[src/rtl/sdpk_pkg.sv]
package sdpk_pkg;

  typedef enum logic [2:0] {
    REG_DATA   = 3'd0,
    REG_CMD    = 3'd1,
    REG_CFG    = 3'd2,
    REG_BYTES  = 3'd3,
    REG_BLOCKS = 3'd4,
    REG_STATUS = 3'd5,
    REG_DEBUG  = 3'd6,
    REG_NONE   = 3'd7
  } regSel_e;

  // command flag positions
  localparam int CMD_READ  = 0;
  localparam int CMD_WRITE = 1;
  localparam int CMD_BUSY  = 2;

  // config enable positions
  localparam int CFG_DONE_IE = 4;
  localparam int CFG_BLK_IE  = 8;
  localparam int CFG_BUSY_IE = 10;

  // status positions
  localparam int STS_DATA     = 0;
  localparam int STS_DONE_IRQ = 8;
  localparam int STS_BLK_IRQ  = 9;
  localparam int STS_BUSY_IRQ = 10;
  localparam int STS_W        = 11;

  localparam logic [31:0] DEBUG_RESET = 32'h0000_C60F;
  localparam logic [3:0]  DBG_DATA_MODE = 4'h1;

  typedef struct packed {
    logic rxTake;    // accept card byte into packing register
    logic pushPack;  // push packed word (with this cycle's byte)
    logic busPush;   // push software word
    logic busPop;    // pop for software read
    logic txLoad;    // pop head into unpacking register
    logic txShift;   // one byte handed to card
    logic txDrop;    // discard remaining unpacked bytes
  } dpCtl_t;

endpackage

[src/rtl/sdpk_datapath.sv]
module sdpk_datapath
  import sdpk_pkg::*;
#(
  parameter int DEPTH = 16
) (
  input  logic                           clk,
  input  logic                           rst_n,
  input  dpCtl_t                         ctl,
  input  logic [31:0]                    busWrData,
  input  logic [7:0]                     cardRxData,
  output logic [$clog2(DEPTH+1)-1:0]     level,
  output logic                           full,
  output logic                           empty,
  output logic [31:0]                    headWord,
  output logic [1:0]                     packLane,
  output logic [2:0]                     txLeft,
  output logic [7:0]                     txByte
);

  localparam int PTR_W = $clog2(DEPTH);
  localparam int LVL_W = $clog2(DEPTH + 1);
  localparam logic [PTR_W-1:0] PTR_LAST = PTR_W'(DEPTH - 1);

  logic [31:0]      mem [DEPTH];
  logic [PTR_W-1:0] rdPtr, wrPtr;
  logic [31:0]      packWord, packMerged, pushData, txWord;
  logic             pushEn, popEn, doPush, doPop;

  assign full     = (level == LVL_W'(DEPTH));
  assign empty    = (level == '0);
  assign headWord = mem[rdPtr];
  assign txByte   = txWord[7:0];

  assign packMerged = ctl.rxTake ? (packWord | (32'(cardRxData) << {packLane, 3'b000}))
                                 : packWord;
  assign pushEn   = ctl.pushPack | ctl.busPush;
  assign pushData = ctl.pushPack ? packMerged : busWrData;
  assign popEn    = ctl.busPop | ctl.txLoad;
  assign doPop    = popEn && !empty;
  assign doPush   = pushEn && (!full || doPop);

  always_ff @(posedge clk) begin
    if (doPush) mem[wrPtr] <= pushData;
  end

  always_ff @(posedge clk or negedge rst_n) begin
    if (!rst_n) begin
      rdPtr <= '0;
      wrPtr <= '0;
      level <= '0;
    end else begin
      if (doPush) wrPtr <= (wrPtr == PTR_LAST) ? '0 : wrPtr + 1'b1;
      if (doPop)  rdPtr <= (rdPtr == PTR_LAST) ? '0 : rdPtr + 1'b1;
      if (doPush && !doPop)      level <= level + 1'b1;
      else if (doPop && !doPush) level <= level - 1'b1;
    end
  end

  // read-direction packing
  always_ff @(posedge clk or negedge rst_n) begin
    if (!rst_n) begin
      packWord <= '0;
      packLane <= '0;
    end else if (ctl.pushPack) begin
      packWord <= '0;
      packLane <= '0;
    end else if (ctl.rxTake) begin
      packWord <= packMerged;
      packLane <= packLane + 1'b1;
    end
  end

  // write-direction unpacking
  always_ff @(posedge clk or negedge rst_n) begin
    if (!rst_n) begin
      txWord <= '0;
      txLeft <= '0;
    end else if (ctl.txDrop) begin
      txLeft <= '0;
    end else if (ctl.txLoad) begin
      txWord <= headWord;
      txLeft <= 3'd4;
    end else if (ctl.txShift) begin
      txWord <= txWord >> 8;
      txLeft <= txLeft - 1'b1;
    end
  end

  // level moves by at most one word per cycle
  a_r2_level_step: assert property (@(posedge clk) disable iff (!rst_n)
    1'b1 |=> (level == $past(level) || level == $past(level) + 1'b1 ||
              level + 1'b1 == $past(level)));

  // a push into a full FIFO without a pop leaves it full, never beyond
  a_r2_full_holds: assert property (@(posedge clk) disable iff (!rst_n)
    (full && pushEn && !popEn) |=> (full && level == LVL_W'(DEPTH)));

  // lanes fill in order between word pushes
  a_r3_lane_advance: assert property (@(posedge clk) disable iff (!rst_n)
    (ctl.rxTake && !ctl.pushPack) |=> (packLane == $past(packLane) + 1'b1));

endmodule

[src/rtl/sdpk_ctrl.sv]
module sdpk_ctrl
  import sdpk_pkg::*;
#(
  parameter int DEPTH    = 16,
  parameter int BYTES_W  = 16,
  parameter int BLOCKS_W = 9
) (
  input  logic                        clk,
  input  logic                        rst_n,
  input  logic                        busWrEn,
  input  logic                        busRdEn,
  input  logic [2:0]                  busAddr,
  input  logic [31:0]                 busWrData,
  output logic [31:0]                 busRdData,
  input  logic                        cardRxValid,
  output logic                        cardRxReady,
  input  logic                        cardTxReady,
  output logic                        cardTxValid,
  output logic                        irq,
  input  logic [$clog2(DEPTH+1)-1:0]  level,
  input  logic                        full,
  input  logic                        empty,
  input  logic [31:0]                 headWord,
  input  logic [1:0]                  packLane,
  input  logic [2:0]                  txLeft,
  output dpCtl_t                      ctl
);

  localparam int CNT_W = BYTES_W + BLOCKS_W;
  localparam logic [22:0] DBG_HI_RESET = DEBUG_RESET[31:9];

  regSel_e            sel;
  logic [2:0]         cmdReg;
  logic               cfgDoneIe, cfgBlkIe, cfgBusyIe;
  logic               nxtDoneIe, nxtBlkIe, nxtBusyIe;
  logic [BYTES_W-1:0] bytesReg;
  logic [CNT_W-1:0]   count, nextCount;
  logic [STS_W-1:0]   status, setBits;
  logic [22:0]        dbgHi;
  logic [3:0]         dbgState;
  logic dataRd, dataWr, cmdWr, cfgWr, bytesWr, blocksWr, statusWr, debugWr;
  logic isRead, cntNz, lastCnt, byteStep, resume, doneEv;

  assign sel      = regSel_e'(busAddr);
  assign dataRd   = busRdEn && sel == REG_DATA;
  assign dataWr   = busWrEn && sel == REG_DATA;
  assign cmdWr    = busWrEn && sel == REG_CMD;
  assign cfgWr    = busWrEn && sel == REG_CFG;
  assign bytesWr  = busWrEn && sel == REG_BYTES;
  assign blocksWr = busWrEn && sel == REG_BLOCKS;
  assign statusWr = busWrEn && sel == REG_STATUS;
  assign debugWr  = busWrEn && sel == REG_DEBUG;

  assign isRead  = cmdReg[CMD_READ];
  assign cntNz   = count != '0;
  assign lastCnt = count == CNT_W'(1);

  // card handshakes
  assign cardRxReady = isRead && cntNz && !full;
  assign cardTxValid = !isRead && cntNz && (txLeft != '0);

  always_comb begin
    ctl          = '0;
    ctl.rxTake   = cardRxReady && cardRxValid;
    ctl.pushPack = ctl.rxTake && (packLane == 2'd3 || lastCnt);
    ctl.txShift  = cardTxValid && cardTxReady;
    ctl.txDrop   = ctl.txShift && lastCnt;
    ctl.busPop   = dataRd && !empty;
    ctl.txLoad   = !isRead && cntNz && (txLeft == '0) && !empty && !ctl.busPop;
    ctl.busPush  = dataWr && !ctl.pushPack && (!full || ctl.busPop || ctl.txLoad);
  end

  assign byteStep = ctl.rxTake | ctl.txShift;
  assign resume   = dataRd | dataWr | cfgWr | blocksWr;

  always_comb begin
    if (blocksWr)
      nextCount = CNT_W'(busWrData[BLOCKS_W-1:0]) * CNT_W'(bytesReg);
    else if (byteStep)
      nextCount = count - CNT_W'(1);
    else
      nextCount = count;
  end

  assign doneEv = (nextCount == '0) && ((byteStep && lastCnt) || resume);

  assign nxtDoneIe = cfgWr ? busWrData[CFG_DONE_IE] : cfgDoneIe;
  assign nxtBlkIe  = cfgWr ? busWrData[CFG_BLK_IE]  : cfgBlkIe;
  assign nxtBusyIe = cfgWr ? busWrData[CFG_BUSY_IE] : cfgBusyIe;

  always_comb begin
    setBits               = '0;
    setBits[STS_DATA]     = doneEv;
    setBits[STS_DONE_IRQ] = doneEv && nxtDoneIe;
    setBits[STS_BLK_IRQ]  = doneEv && cmdReg[CMD_WRITE] && nxtBlkIe;
    setBits[STS_BUSY_IRQ] = doneEv && cmdReg[CMD_BUSY] && nxtBusyIe;
  end

  always_ff @(posedge clk or negedge rst_n) begin
    if (!rst_n) begin
      cmdReg    <= '0;
      cfgDoneIe <= 1'b0;
      cfgBlkIe  <= 1'b0;
      cfgBusyIe <= 1'b0;
      bytesReg  <= '0;
      count     <= '0;
      status    <= '0;
      dbgHi     <= DBG_HI_RESET;
      dbgState  <= DEBUG_RESET[3:0];
    end else begin
      if (cmdWr)   cmdReg   <= busWrData[2:0];
      if (bytesWr) bytesReg <= busWrData[BYTES_W-1:0];
      cfgDoneIe <= nxtDoneIe;
      cfgBlkIe  <= nxtBlkIe;
      cfgBusyIe <= nxtBusyIe;
      count     <= nextCount;
      status    <= (statusWr ? (status & ~busWrData[STS_W-1:0]) : status) | setBits;
      if (debugWr) begin
        dbgHi    <= busWrData[31:9];
        dbgState <= (busWrData[3:0] == 4'hF) ? 4'h0 : busWrData[3:0];
      end
      if (doneEv) dbgState <= DBG_DATA_MODE;
    end
  end

  assign irq = |status[STS_BUSY_IRQ:STS_DONE_IRQ];

  always_comb begin
    case (sel)
      REG_DATA:   busRdData = empty ? '0 : headWord;
      REG_STATUS: busRdData = 32'(status);
      REG_DEBUG:  busRdData = {dbgHi, 5'(level), dbgState};
      default:    busRdData = '0;
    endcase
  end

  // counter only reloads on a block-count write, otherwise steps down by one at most
  a_r6_count_step: assert property (@(posedge clk) disable iff (!rst_n)
    !blocksWr |=> (count == $past(count) || count == $past(count) - CNT_W'(1)));

  // data flag rising always comes with the data-mode debug code
  a_r7_done_marks: assert property (@(posedge clk) disable iff (!rst_n)
    $rose(status[STS_DATA]) |-> (dbgState == DBG_DATA_MODE));

  // interrupt stays up until software clears status
  a_r9_irq_sticky: assert property (@(posedge clk) disable iff (!rst_n)
    (irq && !statusWr) |=> irq);

endmodule

[src/rtl/sd_fifo_packer.sv]
module sd_fifo_packer
  import sdpk_pkg::*;
#(
  parameter int DEPTH    = 16,
  parameter int BYTES_W  = 16,
  parameter int BLOCKS_W = 9
) (
  input  logic        clk,
  input  logic        rst_n,
  input  logic        busWrEn,
  input  logic        busRdEn,
  input  logic [2:0]  busAddr,
  input  logic [31:0] busWrData,
  output logic [31:0] busRdData,
  input  logic [7:0]  cardRxData,
  input  logic        cardRxValid,
  output logic        cardRxReady,
  output logic [7:0]  cardTxData,
  output logic        cardTxValid,
  input  logic        cardTxReady,
  output logic        irq
);

  localparam int LVL_W = $clog2(DEPTH + 1);

  dpCtl_t            ctl;
  logic [LVL_W-1:0]  level;
  logic              full, empty;
  logic [31:0]       headWord;
  logic [1:0]        packLane;
  logic [2:0]        txLeft;

  sdpk_ctrl #(.DEPTH(DEPTH), .BYTES_W(BYTES_W), .BLOCKS_W(BLOCKS_W)) u_ctrl (
    .clk(clk), .rst_n(rst_n),
    .busWrEn(busWrEn), .busRdEn(busRdEn), .busAddr(busAddr),
    .busWrData(busWrData), .busRdData(busRdData),
    .cardRxValid(cardRxValid), .cardRxReady(cardRxReady),
    .cardTxReady(cardTxReady), .cardTxValid(cardTxValid),
    .irq(irq), .level(level), .full(full), .empty(empty),
    .headWord(headWord), .packLane(packLane), .txLeft(txLeft), .ctl(ctl)
  );

  sdpk_datapath #(.DEPTH(DEPTH)) u_dp (
    .clk(clk), .rst_n(rst_n), .ctl(ctl),
    .busWrData(busWrData), .cardRxData(cardRxData),
    .level(level), .full(full), .empty(empty), .headWord(headWord),
    .packLane(packLane), .txLeft(txLeft), .txByte(cardTxData)
  );

  // an offered byte is held until taken (no register write in between)
  a_r5_tx_hold: assert property (@(posedge clk) disable iff (!rst_n)
    (cardTxValid && !cardTxReady && !busWrEn) |=> (cardTxValid && $stable(cardTxData)));

  // card bytes are never accepted into a full FIFO
  a_r3_rx_gate: assert property (@(posedge clk) disable iff (!rst_n)
    cardRxReady |-> (level < LVL_W'(DEPTH)));

endmodule

[config.mk]
export PLATFORM = sky130hd
export DESIGN_NAME = sd_fifo_packer
export DESIGN_NICKNAME = d
export VERILOG_FILES = /design/src/rtl/sdpk_pkg.sv /design/src/rtl/sdpk_datapath.sv /design/src/rtl/sdpk_ctrl.sv /design/src/rtl/sd_fifo_packer.sv
export SDC_FILE = /design/constraint.sdc
export NUM_CORES = 1
export LEC_CHECK = 0
export BUFFER_PORTS_ARGS = -buffer_cell sky130_fd_sc_hd__buf_2
export CORE_ASPECT_RATIO = 0.75
export CORE_UTILIZATION = 30
export CTS_CLUSTER_DIAMETER = 200
export DETAILED_ROUTE_END_ITERATION = 10
export HOLD_SLACK_MARGIN = 0.02
export SYNTH_ARGS = -nofsm -noshare
export SYNTH_HDL_FRONTEND = slang
export SYNTH_SLANG_ARGS = --single-unit
[constraint.sdc]
create_clock -name clk -period 9.15 [get_ports clk]
set_input_delay 1.3725 -clock clk [delete_from_list [all_inputs] [get_ports clk]]
set_output_delay 1.3725 -clock clk [all_outputs]
set_load 0.05 [all_outputs]
==> results of run 1 <==
-- layout make-up --
class / count / area, um2 / share of cell area
Timing Repair Buffer: 154 / 937 / 0.0253
Multi-Input combinational cell: 1169 / 11700 / 0.316
Sequential cell: 679 / 19600 / 0.529
Clock buffer: 102 / 2030 / 0.0549
Inverter: 157 / 589 / 0.0159
Antenna cell: 1 / 2.50 / 0.0000677
Tap cell: 1417 / 1770 / 0.0479
Clock inverter: 33 / 372 / 0.0101
-- registers in the layout, summed over array words and instances (netlist names), 4 cells and up --
signal / cells
u_dp.wrPtr: 4
u_dp.txWord: 32
u_dp.packWord: 32
u_dp.mem: 512
u_ctrl.dbgHi: 23
u_ctrl.bytesReg: 16
u_ctrl.count: 25
u_ctrl.dbgState: 4
u_dp.level: 5
u_dp.rdPtr: 4
u_ctrl.status: 11
-- routing by layer --
metal | GRT usage | routed length, um
met5 | 0 | 28
met3 | 0.0265 | 6290
met4 | 0.0435 | 1990
met2 | 0.244 | 39200
met1 | 0.232 | 39200
-- worst min-delay path by stage --
stage                              to               from  slack (ns)  cells past startpoint
floorplan            u_dp.packWord[0]   u_dp.packWord[0]        0.45                      2
CTS                 u_dp.packWord[20]  u_dp.packWord[20]        0.48                      2
detailed placement  u_dp.packWord[20]  u_dp.packWord[20]        0.46                      2
finish              u_dp.packWord[22]  u_dp.packWord[22]        0.47                      2
global route         u_dp.packWord[8]   u_dp.packWord[8]        0.50                      2
global placement    u_dp.packWord[16]  u_dp.packWord[16]        0.46                      2
-- worst max-delay path, delay by kind of cell --
kind	cells	cell delay [ns]
compound gates	8	2.43
fa+ha+maj	5	2.40
buf+inv	4	0.53
simple gates	2	0.39
-- cells in the final DEF, fill, tap and decap left out, types with 69 or more instances in the layout --
| cell | count |
|---|---|
| a21oi_1 | 69 |
| and2_1 | 87 |
| buf_2 | 90 |
| clkbuf_16 | 75 |
| dfrtp_1 | 155 |
| edfxtp_1 | 512 |
| fa_1 | 100 |
| inv_1 | 157 |
| mux4_2 | 160 |
| nand2_1 | 174 |
| nor2_1 | 77 |
| o21ai_0 | 71 |
-- kinds of logic (layout without fill, tap and decap cells) --
family / Yosys count / after routing / share of synthesized area
buf+inv: 288 / 446 / 0.0350
flops: 679 / 679 / 0.607
fa+ha+maj: 160 / 160 / 0.0854
simple gates: 459 / 459 / 0.0701
xor+xnor: 38 / 38 / 0.0103
compound gates: 275 / 275 / 0.0550
other cells: 0 / 1 / 0
mux: 237 / 237 / 0.138
-- metrics by stage --
stage	instance area, um2	setup WS (ns)	utilization
2_1_floorplan	32200	2.87	-
3_3_place_gp	34600	2.18	0.326
3_5_place_dp	34600	2.00	0.326
4_1_cts	37000	2.64	0.349
5_1_grt	37000	2.31	0.349
6_report	37000	2.57	0.349
-- power groups by stage --
stage	Sequential, uW	Clock [uW]	Combinational (uW)
3_3_place_gp	4100	0	5320
3_5_place_dp	4120	0	5410
4_1_cts	4060	3010	5450
2_1_floorplan	3880	0	4120
6_report	4070	2960	5430
5_1_grt	4110	3120	6020
==> qor.yml, run 1 <==
root_buffer: "clkbuf_16"
path_max_fanout: 22
syn_inst: 2136
hold_path.class: "flip-flop to flip-flop"
grt_pass1_wl_um: 129000
fp.dieH_um: 286
rsz0062_at_grt: "false"
worst_slew_pin_slew_ns: 1.20
setup_viol: 0
p_int_uw: 7630
syn_nets: 2345
critical_path_class: "input pin to flip-flop"
synth_cell_types: 71
synth_top_area_frac: 0.477
critPathCaptureType: "flip-flop"
cts_buffer_depth: 3
synth_enable_flop_cells: 512
cts_tree: "yes"
worstPathCellList: "buf_2, nand2_1, fa_1, inv_1, fa_1, fa_1, inv_1, fa_1, inv_1, ha_1, a21o_1, a21oi_1, a21oi_1, o21ai_0, a21oi_1, a2111oi_0, a32o_1, and2_1, a31o_1"
cp.arrival_ns: 7.13
crit_path_top_delay_cell: "a2111oi_0"
dp_hpwl_um: 55800
routed-via-count: 19200
maxSlewViolCount: 0
grt_max_degree: 90
cts_resized: 0
ir_drop_v: 0.000336
r2r_cells: 18
antenna_found_initial: 4
port_buffers: 91
final_nets: 2443
fillers: 10000
coreArea_mm2: 0.106
ctsHoldBuffers: 0
start_kind: "input pin"
cts_made_buffers: 73
p_sw_frac: 0.388
maxSlewHeadroom: 0.177
h-tree-depth: 3
final_cells: 3712
ant_nets: 0
gr-total-overflow: 0
yosysTopAreaCell: "edfxtp_1"
ys_top_cells_by_area: "edfxtp_1, dfrtp_1, mux4_2"
first_pass_iters: 5
dp.cells: 3576
critPathLaunch: "busWrData[0]"
via_per_inst: 5.16
synthArstFlopShare: 0.246
rr_startpoint: "u_ctrl.bytesReg[8]"
clock_skew_ns: 0.0348
die_x_um: 381
switching_power_uw: 4830
finalCritPeriodShare: 0.719
cp-endpoint: "u_ctrl.status[8]"
io_pins: 92
clk_pin_slew_ns: 0.06
comb_power_share: 0.436
synth.cell_area_mm2: 0.0322
total_power_uw: 12500
gp_congestion: 0.860
post_drt_wl_per_cell_um: 23.4
synth_ff_type: "edfxtp_1"
grt_pass1_vias: 19500
cts.sink_count: 679
holdWs_ns: 0.473
crit_required_ns: 9.71
maxCapViolations: 0
slowest_delay_ns: 1.03
cts_setup_buffers: 0
die_area_mm2: 0.109
outcome: "complete, no violations"
drc: 0
routed_wl_um: 86700
fmax_mhz: 152
clock_latency_ns: 0.63
synth_common_cells: "edfxtp_1, nand2_1, mux4_2"
post-route-min-period_ns: 6.58
crit_top_cell: "fa_1"
setup_tns_ns: 0
power_density_mw_per_mm2: 337
yosys_warnings: 0
r2r_end: "u_ctrl.status[8]"
grt_util_all_layers: 0.159
hold_viol_final: 0
seqPwrFrac: 0.326
areaGrowthSynthToFinish_pct: 14.7
p_clk_frac: 0.238
initial_core_util: 0.304
synth_seq_cells: 679
yosysSeqAreaShare: 0.607
avgSynthCellArea_um2: 15.1
synth.most_common_cell: "edfxtp_1"
drt_iter0_drc: 2104
rows: 103
p_leak_uw: 0.0138
drive_above_1_share: 0.224
reg2reg_slack_ns: 3.24
(Power assumes the default switching activity.)
==> run 2: changes to the inputs <==
==> constraint.sdc (replaced) <==
create_clock -name clk -period 6.8 [get_ports clk]
set_input_delay 1.02 -clock clk [delete_from_list [all_inputs] [get_ports clk]]
set_output_delay 1.02 -clock clk [all_outputs]
set_load 0.05 [all_outputs]
==> run 2 against run 1 <==
Effect of this change:
- via count rose by 0.10%
- global-route usage is essentially flat
- largest power group unchanged
- worst setup slack got worse by 1.6 ns
- highest routed layer unchanged
- sequential cell count unchanged
- critical path depth is the same
- routed wire length barely moved
==> qor.yml, run 2 (synthesis gave the netlist of run 1 again) <==
cp.arrival_ns: 6.38  # was 7.13 ns
h-tree-depth: 3  # unchanged
gp_congestion: 0.863  # was 0.860
critical_path_class: "input pin to flip-flop"  # unchanged
worst_slew_pin_slew_ns: 1.22  # was 1.20 ns
cts.sink_count: 679  # unchanged
largest_reg_flops: 512  # unchanged
hold_path.class: "input pin to asynchronous set/reset pin"  # was flip-flop to flip-flop
die_x_um: 381  # unchanged
final_common_cell: "edfxtp_1"  # unchanged
maxCapViolations: 0  # unchanged
path_max_fanout: 15  # was 22
cts_resized: 0  # unchanged
cts_buffer_depth: 3  # unchanged
rows: 103  # unchanged
areaGrowthSynthToFinish_pct: 15.3  # was 14.7%
dp_hpwl_um: 56400  # was 55,800 um
drive_above_1_share: 0.229  # was 0.224
power_density_mw_per_mm2: 460  # was 337 mW/mm2
fillers: 10100  # was 10,000
die_area_mm2: 0.109  # unchanged
hold_viol_final: 0  # unchanged
initial_core_util: 0.304  # unchanged
routed-via-count: 19200  # about the same
rsz0062_at_grt: "false"  # unchanged
via_per_inst: 5.16  # about the same
drc: 0  # unchanged
final_nets: 2446  # was 2,443
fp.dieH_um: 286  # unchanged
maxSlewHeadroom: 0.188  # was 0.177
first_pass_iters: 7  # was 5
start_kind: "input pin"  # unchanged
fmax_mhz: 172
maxSlewViolCount: 0  # unchanged
setup_slack_ns: 0.992  # was 2.57 ns
gr-total-overflow: 0  # unchanged
final_cell_mix: "edfxtp_1, nand2_1, mux4_2"  # unchanged
post_drt_wl_per_cell_um: 23.3  # was 23.4 um
ctsHoldBuffers: 0  # unchanged
grt_pass1_vias: 19100  # was 19,500
post-route-min-period_ns: 5.81
reg_top3: "u_dp.mem (512), u_dp.packWord (32), u_dp.txWord (32)"  # unchanged
cts_tree: "yes"  # unchanged
dpl_worst_slack_ns: 0.413  # was 2.00 ns
clock_latency_ns: 0.64  # was 0.63 ns
ant_nets: 0  # unchanged
port_buffers: 91  # unchanged
stdcell_area_mm2: 0.0372  # was 0.0370 mm2
drt_iter0_drc: 2280  # was 2,104
grt_pass1_wl_um: 128000  # was 129,000 um
clock_skew_ns: 0.0329  # was 0.0348 ns
crit_required_ns: 7.37  # was 9.71 ns
p_leak_uw: 0.0138  # about the same
fin_util: 0.351  # was 0.349
routed_wl_um: 86700  # about the same
grt_util_all_layers: 0.159  # about the same
ir_drop_v: 0.000462  # was 0.000336 V
cts_made_buffers: 73  # unchanged
dpl_cell_area_mm2: 0.0346  # about the same
root_buffer: "clkbuf_16"  # unchanged
io_pins: 92  # unchanged
coreArea_mm2: 0.106  # unchanged
clk_pin_slew_ns: 0.06  # about the same
setup_tns_ns: 0  # unchanged
setup_viol: 0  # unchanged
cts_setup_buffers: 0  # unchanged
finalCritPeriodShare: 0.854
grt_max_degree: 88  # was 90
critPathCaptureType: "flip-flop"  # unchanged
largest-register: "u_dp.mem"  # unchanged
outcome: "complete, no violations"  # unchanged
antenna_found_initial: 4  # unchanged
==> run 2: power by group <==
part | switching, uW | leakage [uW] | total (uW) | internal (uW)
registers | 519 | 0.00667 | 5490 | 4970
clock network | 1720 | 0.00122 | 4150 | 2430
logic | 4420 | 0.00595 | 7450 | 3030
==> run 2: per-layer routing <==
metal / routed length, um / track usage / vias up
li1: - / - / 8125
met1: 38400 / 0.233 / 10100
met2: 37200 / 0.227 / 868
met3: 9040 / 0.0463 / 119
met4: 2040 / 0.0422 / 4
met5: 29 / 0 / -
==> run 2: path summary, 6_finish.rpt <==
path | from | endpoint | slack [ns] | cells past startpoint
setup / recovery | busWrData[0] | u_ctrl.dbgState[0] | 0.99 | 19
hold / removal | rst_n | u_ctrl.count[1] | 0.42 | 1
setup reg to reg | u_ctrl.bytesReg[14] | u_ctrl.dbgState[0] | 1.09 | 18
hold reg to reg | u_dp.packWord[16] | u_dp.packWord[16] | 0.47 | 2
max in group asynchronous | rst_n | u_dp.packWord[23] | 4.94 | 2
min in group clk | u_dp.packWord[16] | u_dp.packWord[16] | 0.47 | 2
==> run 2: through the flow <==
| step | hold slack [ns] | std cells | power [uW] |
|---|---|---|---|
| after floorplan | 0.446 | 2136 | 10800 |
| after global placement | 0.458 | 3579 | 12800 |
| after detailed placement | 0.465 | 3579 | 13000 |
| after CTS | 0.471 | 3714 | 17100 |
| after global routing | 0.490 | 3714 | 18200 |
| final | 0.422 | 3715 | 17100 |
==> run 2: final cells by class <==
cell class | count | area [um2] | area share
repair buffers | 157 | 1010 | 0.0272
flip-flops and latches | 679 | 19600 | 0.527
clock inverters | 44 | 563 | 0.0151
clock buffers | 91 | 1960 | 0.0528
inverters | 157 | 589 | 0.0159
multi-input cells | 1169 | 11700 | 0.315
diodes | 1 | 2.50 | 0.0000673
well taps | 1417 | 1770 | 0.0477
==> run 2: worst max-delay path: stages <==
cell and delay, ns:
buf_2 0.28, nand2_1 0.14, fa_1 0.58, inv_1 0.06, fa_1 0.49, fa_1 0.55
inv_1 0.05, fa_1 0.47, inv_1 0.05, ha_1 0.33, a21oi_1 0.31, o221ai_1 0.18
a21oi_1 0.33, nand2_1 0.15, a21oi_1 0.22, xor2_1 0.27, a31oi_1 0.16, or4_4 0.58
o21ai_1 0.16
